===== config.mk =====
export PLATFORM = sky130hd
export DESIGN_NAME = i2s_mc_tx
export DESIGN_NICKNAME = d
export VERILOG_FILES = /design/src/rtl/i2s_mc_tx_pkg.sv /design/src/rtl/i2s_mc_tx_clk.sv /design/src/rtl/i2s_mc_tx_stage.sv /design/src/rtl/i2s_mc_tx_lane.sv /design/src/rtl/i2s_mc_tx.sv
export SDC_FILE = /design/constraint.sdc
export NUM_CORES = 1
export LEC_CHECK = 0
export ABC_AREA = 1
export BUFFER_PORTS_ARGS = -buffer_cell sky130_fd_sc_hd__buf_2
export CAP_MARGIN = 20
export CELL_PAD_IN_SITES_DETAIL_PLACEMENT = 0
export CELL_PAD_IN_SITES_GLOBAL_PLACEMENT = 1
export CORE_MARGIN = 5
export CORE_UTILIZATION = 47
export DETAILED_ROUTE_END_ITERATION = 8
export PLACE_DENSITY = 0.84
export SLEW_MARGIN = 20
export SYNTH_ARGS = -nofsm -noshare
export SYNTH_HDL_FRONTEND = slang
export SYNTH_SLANG_ARGS = --single-unit

===== constraint.sdc =====
create_clock -name clk_i -period 2.5 [get_ports clk_i]
set_input_delay 0.25 -clock clk_i [delete_from_list [all_inputs] [get_ports clk_i]]
set_output_delay 0.25 -clock clk_i [all_outputs]
set_load 0.05 [all_outputs]

===== src/rtl/i2s_mc_tx_pkg.sv =====
package i2s_mc_tx_pkg;
  localparam int SKEW_W   = 2;
  localparam int MAX_SKEW = 3;
  localparam logic [SKEW_W-1:0] SKEW_LJ  = 2'd0;
  localparam logic [SKEW_W-1:0] SKEW_I2S = 2'd1;

  typedef struct packed {
    logic [SKEW_W-1:0] skew;
    logic              lr_inv;   // frame clock flip, format adjusted
    logic              bclk_inv;
    logic              wide;
    logic              multi;
  } tx_cfg_t;
endpackage


===== src/rtl/i2s_mc_tx_clk.sv =====
module i2s_mc_tx_clk #(
  parameter int SLOT_BITS  = 32,
  parameter int FRAME_BITS = 2 * SLOT_BITS,
  parameter int CNT_W      = $clog2(FRAME_BITS)
) (
  input  logic             clk_i,
  input  logic             rst_ni,
  input  logic             soft_rst_i,
  input  logic             tick_i,
  input  logic             bclk_inv_i,
  input  logic             lr_inv_i,
  output logic             bclk_o,
  output logic             lrclk_o,
  output logic             adv_o,
  output logic             frame_o,
  output logic [CNT_W-1:0] bit_idx_o
);
  logic             phase_q;
  logic [CNT_W-1:0] cnt_q;
  logic             lr_left;

  assign adv_o     = tick_i & phase_q;
  assign frame_o   = adv_o & (cnt_q == CNT_W'(FRAME_BITS - 1));
  assign bit_idx_o = cnt_q;
  assign lr_left   = (cnt_q < CNT_W'(SLOT_BITS));
  assign bclk_o    = phase_q ^ bclk_inv_i;
  assign lrclk_o   = lr_left ^ lr_inv_i;

  always_ff @(posedge clk_i or negedge rst_ni) begin
    if (!rst_ni) begin
      phase_q <= 1'b0;
      cnt_q   <= '0;
    end else if (soft_rst_i) begin
      phase_q <= 1'b0;
      cnt_q   <= '0;
    end else if (tick_i) begin
      phase_q <= ~phase_q;
      if (phase_q) cnt_q <= frame_o ? '0 : cnt_q + 1'b1;
    end
  end

  AST_FRAME_EDGE: assert property (@(posedge clk_i) disable iff (!rst_ni)
    !$stable(lr_left) |-> (cnt_q == '0 || cnt_q == CNT_W'(SLOT_BITS)));

  AST_BCLK_TOGGLE: assert property (@(posedge clk_i) disable iff (!rst_ni)
    tick_i && !soft_rst_i |=> ((bclk_o != $past(bclk_o)) || !$stable(bclk_inv_i)));
endmodule


===== src/rtl/i2s_mc_tx_stage.sv =====
module i2s_mc_tx_stage #(
  parameter int SAMPLE_W = 32,
  parameter int NCH_MAX  = 8
) (
  input  logic                              clk_i,
  input  logic                              rst_ni,
  input  logic                              soft_rst_i,
  input  logic                              multi_i,
  input  logic                              held_i,
  input  logic                              load_i,
  input  logic                              valid_i,
  input  logic [SAMPLE_W-1:0]               data_i,
  output logic                              ready_o,
  output logic                              full_o,
  output logic [NCH_MAX-1:0][SAMPLE_W-1:0]  words_o
);
  localparam int CW = $clog2(NCH_MAX + 1);
  localparam int IW = $clog2(NCH_MAX);

  logic [CW-1:0]                     cnt_q;
  logic [CW-1:0]                     nch;
  logic [NCH_MAX-1:0][SAMPLE_W-1:0]  words_q;

  assign nch     = multi_i ? CW'(NCH_MAX) : CW'(2);
  assign full_o  = (cnt_q >= nch);
  assign ready_o = ~held_i & ~full_o & ~soft_rst_i;
  assign words_o = words_q;

  always_ff @(posedge clk_i or negedge rst_ni) begin
    if (!rst_ni) begin
      cnt_q   <= '0;
      words_q <= '0;
    end else if (soft_rst_i || load_i) begin
      cnt_q <= '0;
    end else if (valid_i && ready_o) begin
      words_q[cnt_q[IW-1:0]] <= data_i;
      cnt_q                  <= cnt_q + 1'b1;
    end
  end

  AST_NO_OVERFLOW: assert property (@(posedge clk_i) disable iff (!rst_ni)
    cnt_q <= CW'(NCH_MAX));

  AST_FULL_STALL: assert property (@(posedge clk_i) disable iff (!rst_ni)
    full_o && !load_i && !soft_rst_i |=> $stable(words_q));
endmodule


===== src/rtl/i2s_mc_tx_lane.sv =====
module i2s_mc_tx_lane #(
  parameter int SAMPLE_W = 32,
  parameter int NARROW_W = 16,
  parameter int MAX_SKEW = 3,
  parameter int SKW      = 2
) (
  input  logic                clk_i,
  input  logic                rst_ni,
  input  logic                soft_rst_i,
  input  logic                adv_i,
  input  logic                frame_i,
  input  logic                fill_i,
  input  logic                en_i,
  input  logic                wide_i,
  input  logic [SAMPLE_W-1:0] left_i,
  input  logic [SAMPLE_W-1:0] right_i,
  input  logic [SKW-1:0]      skew_i,
  output logic                sd_o
);
  localparam int FRAME_BITS = 2 * SAMPLE_W;
  localparam int PAD_W      = SAMPLE_W - NARROW_W;

  function automatic logic [SAMPLE_W-1:0] fit(input logic [SAMPLE_W-1:0] w, input logic wide);
    return wide ? w : {w[NARROW_W-1:0], {PAD_W{1'b0}}};
  endfunction

  logic [FRAME_BITS-1:0] sh_q;
  logic [MAX_SKEW-1:0]   dly_q;
  logic [MAX_SKEW:0]     taps;

  // tap 0 is the undelayed bit, tap k is k bit periods late
  assign taps = {dly_q, sh_q[FRAME_BITS-1]};
  assign sd_o = taps[skew_i];

  always_ff @(posedge clk_i or negedge rst_ni) begin
    if (!rst_ni) begin
      sh_q  <= '0;
      dly_q <= '0;
    end else if (soft_rst_i) begin
      sh_q  <= '0;
      dly_q <= '0;
    end else if (adv_i) begin
      dly_q <= taps[MAX_SKEW-1:0];
      if (frame_i) sh_q <= (fill_i && en_i) ? {fit(left_i, wide_i), fit(right_i, wide_i)} : '0;
      else         sh_q <= {sh_q[FRAME_BITS-2:0], 1'b0};
    end
  end
endmodule


===== src/rtl/i2s_mc_tx.sv =====
module i2s_mc_tx
  import i2s_mc_tx_pkg::*;
#(
  parameter int SAMPLE_W = 32,
  parameter int NARROW_W = 16,
  parameter int LANES    = 4
) (
  input  logic                clk_i,
  input  logic                rst_ni,
  input  logic                soft_rst_i,
  input  logic                bit_tick_i,
  input  logic                fmt_i2s_i,
  input  logic                bclk_inv_i,
  input  logic                lrclk_inv_i,
  input  logic                chan8_i,
  input  logic                wide_i,
  input  logic                hold_i,
  input  logic                s_valid_i,
  input  logic [SAMPLE_W-1:0] s_data_i,
  output logic                s_ready_o,
  output logic                bclk_o,
  output logic                lrclk_o,
  output logic [LANES-1:0]    sd_o
);
  localparam int NCH_MAX    = 2 * LANES;
  localparam int FRAME_BITS = 2 * SAMPLE_W;
  localparam int CNT_W      = $clog2(FRAME_BITS);

  tx_cfg_t                          cfg;
  logic                             adv, frame_evt, full, load, hold_q;
  logic [CNT_W-1:0]                 bit_idx;
  logic [NCH_MAX-1:0][SAMPLE_W-1:0] words;

  always_comb begin
    cfg.skew     = fmt_i2s_i ? SKEW_I2S : SKEW_LJ;
    cfg.lr_inv   = lrclk_inv_i ^ fmt_i2s_i;
    cfg.bclk_inv = bclk_inv_i;
    cfg.wide     = wide_i;
    cfg.multi    = chan8_i;
  end

  // a buffered frame starts only at a boundary that is not held
  assign load = frame_evt & full & ~hold_i;

  always_ff @(posedge clk_i or negedge rst_ni) begin
    if (!rst_ni)                     hold_q <= 1'b0;
    else if (soft_rst_i || frame_evt) hold_q <= hold_i;
  end

  i2s_mc_tx_clk #(.SLOT_BITS(SAMPLE_W)) u_clk (
    .clk_i      (clk_i),
    .rst_ni     (rst_ni),
    .soft_rst_i (soft_rst_i),
    .tick_i     (bit_tick_i),
    .bclk_inv_i (cfg.bclk_inv),
    .lr_inv_i   (cfg.lr_inv),
    .bclk_o     (bclk_o),
    .lrclk_o    (lrclk_o),
    .adv_o      (adv),
    .frame_o    (frame_evt),
    .bit_idx_o  (bit_idx)
  );

  i2s_mc_tx_stage #(.SAMPLE_W(SAMPLE_W), .NCH_MAX(NCH_MAX)) u_stage (
    .clk_i      (clk_i),
    .rst_ni     (rst_ni),
    .soft_rst_i (soft_rst_i),
    .multi_i    (cfg.multi),
    .held_i     (hold_q),
    .load_i     (load),
    .valid_i    (s_valid_i),
    .data_i     (s_data_i),
    .ready_o    (s_ready_o),
    .full_o     (full),
    .words_o    (words)
  );

  for (genvar g = 0; g < LANES; g++) begin : g_lane
    i2s_mc_tx_lane #(
      .SAMPLE_W (SAMPLE_W),
      .NARROW_W (NARROW_W),
      .MAX_SKEW (MAX_SKEW),
      .SKW      (SKEW_W)
    ) u_lane (
      .clk_i      (clk_i),
      .rst_ni     (rst_ni),
      .soft_rst_i (soft_rst_i),
      .adv_i      (adv),
      .frame_i    (frame_evt),
      .fill_i     (load),
      .en_i       ((g == 0) || cfg.multi),
      .wide_i     (cfg.wide),
      .left_i     (words[2*g]),
      .right_i    (words[2*g+1]),
      .skew_i     (cfg.skew),
      .sd_o       (sd_o[g])
    );
  end

  AST_HELD_QUIET: assert property (@(posedge clk_i) disable iff (!rst_ni)
    hold_q && (bit_idx > CNT_W'(MAX_SKEW)) |-> sd_o == '0);
endmodule


==> summary.txt <==
Synthesis
  • Compound-Gate Fraction of Synth Area: 6.94%
  • Post-synthesis sequential area ratio: 53.0%
  • Largest area contributor in the netlist: dfrtp_1
  • Cells after synthesis: 3392
  • Post-synthesis mux area share: 1.29%
  • Post-synth ARST share: 100%
  • Syn_nets: 3439
  • Syn avg cell area: 7.34 um^2
  • Simple logic cell fraction of the synthesized area: 32.4%
  • Largest family of logic cells by synthesized area: simple AND/OR/NAND/NOR gates
  • Number of synthesized flops with an enable pin: 0
  • Synth cell types: 30
  • Flops & latches, synth: 528
  • Synth Area in Adders: 0.201%
  • Area contributors post-synth: dfrtp_1 (53%), nand2_1 (31%), o21ai_0 (4.8%)
  • Main synth FF type: dfrtp_1
  • Syn Std Cell Area: 24900 um^2
  • Synth Warn #: 0
  • Post-synthesis xor/xnor area fraction: 0.211%
  • Yosys top cell area share: 53.0%

GRT
  • Met3 Use GR: 3.85%
  • Vias in the first global route: 20700
  • Grt met2 use: 39.0%
  • Met1 global-route usage: 34.7%
  • Largest net degree at the start of global routing: 102
  • First-pass GRT wire length: 113 mm
  • Gr usage total: 24.3%
  • Gr ovfl total: 0
  • Grt peak-use layer: met2
  • Initial antenna violation count: 1

Layout
  • Layout cells sized above 1: 7.18%
  • Diode count: 0
  • Final Cell Area: 28400 um^2
  • Area of the multi-input gates: 10300 um^2
  • Layout area overhead: 13.9%
  • Reg area: 13200 um^2
  • Fill cell count: 5031
  • Nets@finish: 3431

Drt
  • Total Wirelength: 69.1 mm
  • WL/cell: 16.8 um
  • DR pass1 iterations: 5
  • Antenna Violating Nets Remaining: 0
  • Drt initial violations: 1790
  • Vias per inst: 5.11
  • Vias: 21000
  • Drc violations: 0

Min path
  • Worst hold path class: in2reg
  • Hold Path Depth: 3

Placed design
  • Area after DPL: 26400 um^2
  • RePlAce Congestion: 0.825
  • IO Port Bufs: 49
  • Final HPWL DP: 43.4 mm

Floorplan
  • Initial Util: 47.4%
  • Core Region: 52600 um^2
  • I/O pins: 50
  • Die H: 240 um
  • Rows: 84
  • Die width: 240 um
  • Die ar.: 57700 um^2

STA
  • Max Clk Rate: 0.423 GHz
  • Worst Tran Pin Value: 887 ps
  • Setup Viol. Count Final: 0
  • TNS Setup: 0 ps
  • Max-slew headroom: 40.9%
  • Hold Vio Cnt, Final: 0
  • Slew Limit Fails: 0
  • Period utilization: 94.5%
  • Fin Clk Skew: 26.2 ps
  • RSZ-0062 raised after global routing: false
  • Minimum clock period: 2360 ps

Power
  • Pleak: 0.0160 uW
  • PwrDens: 671 nW/um^2
  • Maximum vdd drop: 0.499 mV

CTS
  • Clock transition at the registers of the reported paths: 60 ps
  • Clk sinks: 528
  • CTS tree: yes
  • Postcts setup bufs: 0
  • CTS Buffer Depth: 3
  • Clock latency on the worst-skew pair: 620 ps
  • H-tree Lvls: 2
  • Total clock buffers created by CTS: 56
  • CTS root buf: clkbuf_16

Worst setup path
  • Critical Path End Type: output pin
  • CP Data Required Time: 2250 ps
  • Reg2Reg Depth: 12
  • Critical Path AT: 2110 ps
  • Crit path kind: reg2out
  • R2R Setup Slk: 210 ps
  • Startpoint Class: flip-flop
  • CP max FO: 4

Job
  • Max_cap viols: 0

Status
  • Status: finished clean
## worst paths after layout
path / start / end
max in group asynchronous: rst_ni / g_lane[1].u_lane.sh_q[0]
min in group asynchronous: rst_ni / u_stage.words_o[230]
worst max register to register: u_stage.cnt_q[1] / g_lane[2].u_lane.sh_q[0]
worst max-delay path: u_stage.cnt_q[1] / s_ready_o
worst min-delay path: s_data_i[19] / u_stage.words_o[243]
worst min register to register: g_lane[3].u_lane.sh_q[4] / g_lane[3].u_lane.sh_q[4]
## routing by layer
metal / share of wire [%] / vias up
met4: 2.6 / 0
met1: 47 / 10000
li1: - / 10300
met3: 5.1 / 109
met5: 0 / -
met2: 46 / 520
## critical path: stages, from the launching register on
cell and delay [ps]:
dfrtp_1 410, inv_1 140, ha_1 240, inv_1 50
nor2_1 30, nand2_1 60, nand3_1 180, nor3_4 210
buf_6 190
## cell type report
class	instances	area share [%]
sequential	528	46.6
multi-input combinational	2511	36.2
clock buffer	76	5.70
timing repair buffer	137	5.48
tap	688	3.03
inverter	150	2.04
clock inverter	25	1.01
## cells by family (layout without fill, tap and decap cells)
group           Yosys count  count (layout)
fa+ha+maj                 4               4
mux                      32              32
simple gates           2124            2124
compound gates          345             345
xor+xnor                  6               6
flops                   528             528
buf+inv                 353             388
## state kept, by name, summed over array words and instances, names as in the netlist
register / count
u_clk.phase_q: 1
g_lane.u_lane.sh_q: 256
u_stage.words_o: 256
u_stage.cnt_q: 4
hold_q: 1
u_clk.bit_idx_o: 6
g_lane.u_lane.dly_q: 4
## stage by stage
step	hold WS, ps	setup slack, ps	total power, uW	utilization, %	cells
floorplan	-45.6	232	9850	-	3392
global placement	173	186	10500	50.2	4010
detailed placement	178	146	10500	50.2	4010
CTS	77.0	70.9	19200	54.0	4115
global route	120	2.85	19800	54.0	4115
finish	96.7	138	19000	54.0	4115
## placed cells by master, fill, tap and decap left out, types with 5 or more instances in the layout
cell / instances
clkbuf_1: 7
clkbuf_16: 57
a21oi_1: 6
bufinv_16: 6
buf_12: 49
nand3_1: 6
inv_1: 145
buf_4: 35
nor2_1: 18
o21ai_1: 97
xor2_1: 5
mux2i_1: 32
nand2_4: 5
clkbuf_8: 13
nand2_1: 2080
dfrtp_1: 528
clkinv_2: 16
buf_2: 46
o21ai_0: 241
## what timing repair did
action | in CTS | in global routing
hold buffers | 4 | 0
hold endpoints to repair | 170 | 0
setup endpoints to repair | 1 | 1
gates resized for setup | 2 | 2
## where the power goes
group	internal (uW)	leakage, uW	switching [uW]
clock network	5130	0.000954	3540
registers	8870	0.00731	223
logic	385	0.00777	880
## cells in the mapped netlist, drive strengths merged, types with 2 or more instances
library cell / n
o21ai: 338
nand3: 7
nor3b: 2
nor2: 20
nor3: 4
a21oi: 6
nand2: 2088
mux2i: 32
xor2: 5
dfrtp: 528
ha: 4
nand3b: 2
inv: 150
clkbuf: 138
buf: 65
No activity file was read; power rests on OpenSTA's default activity.
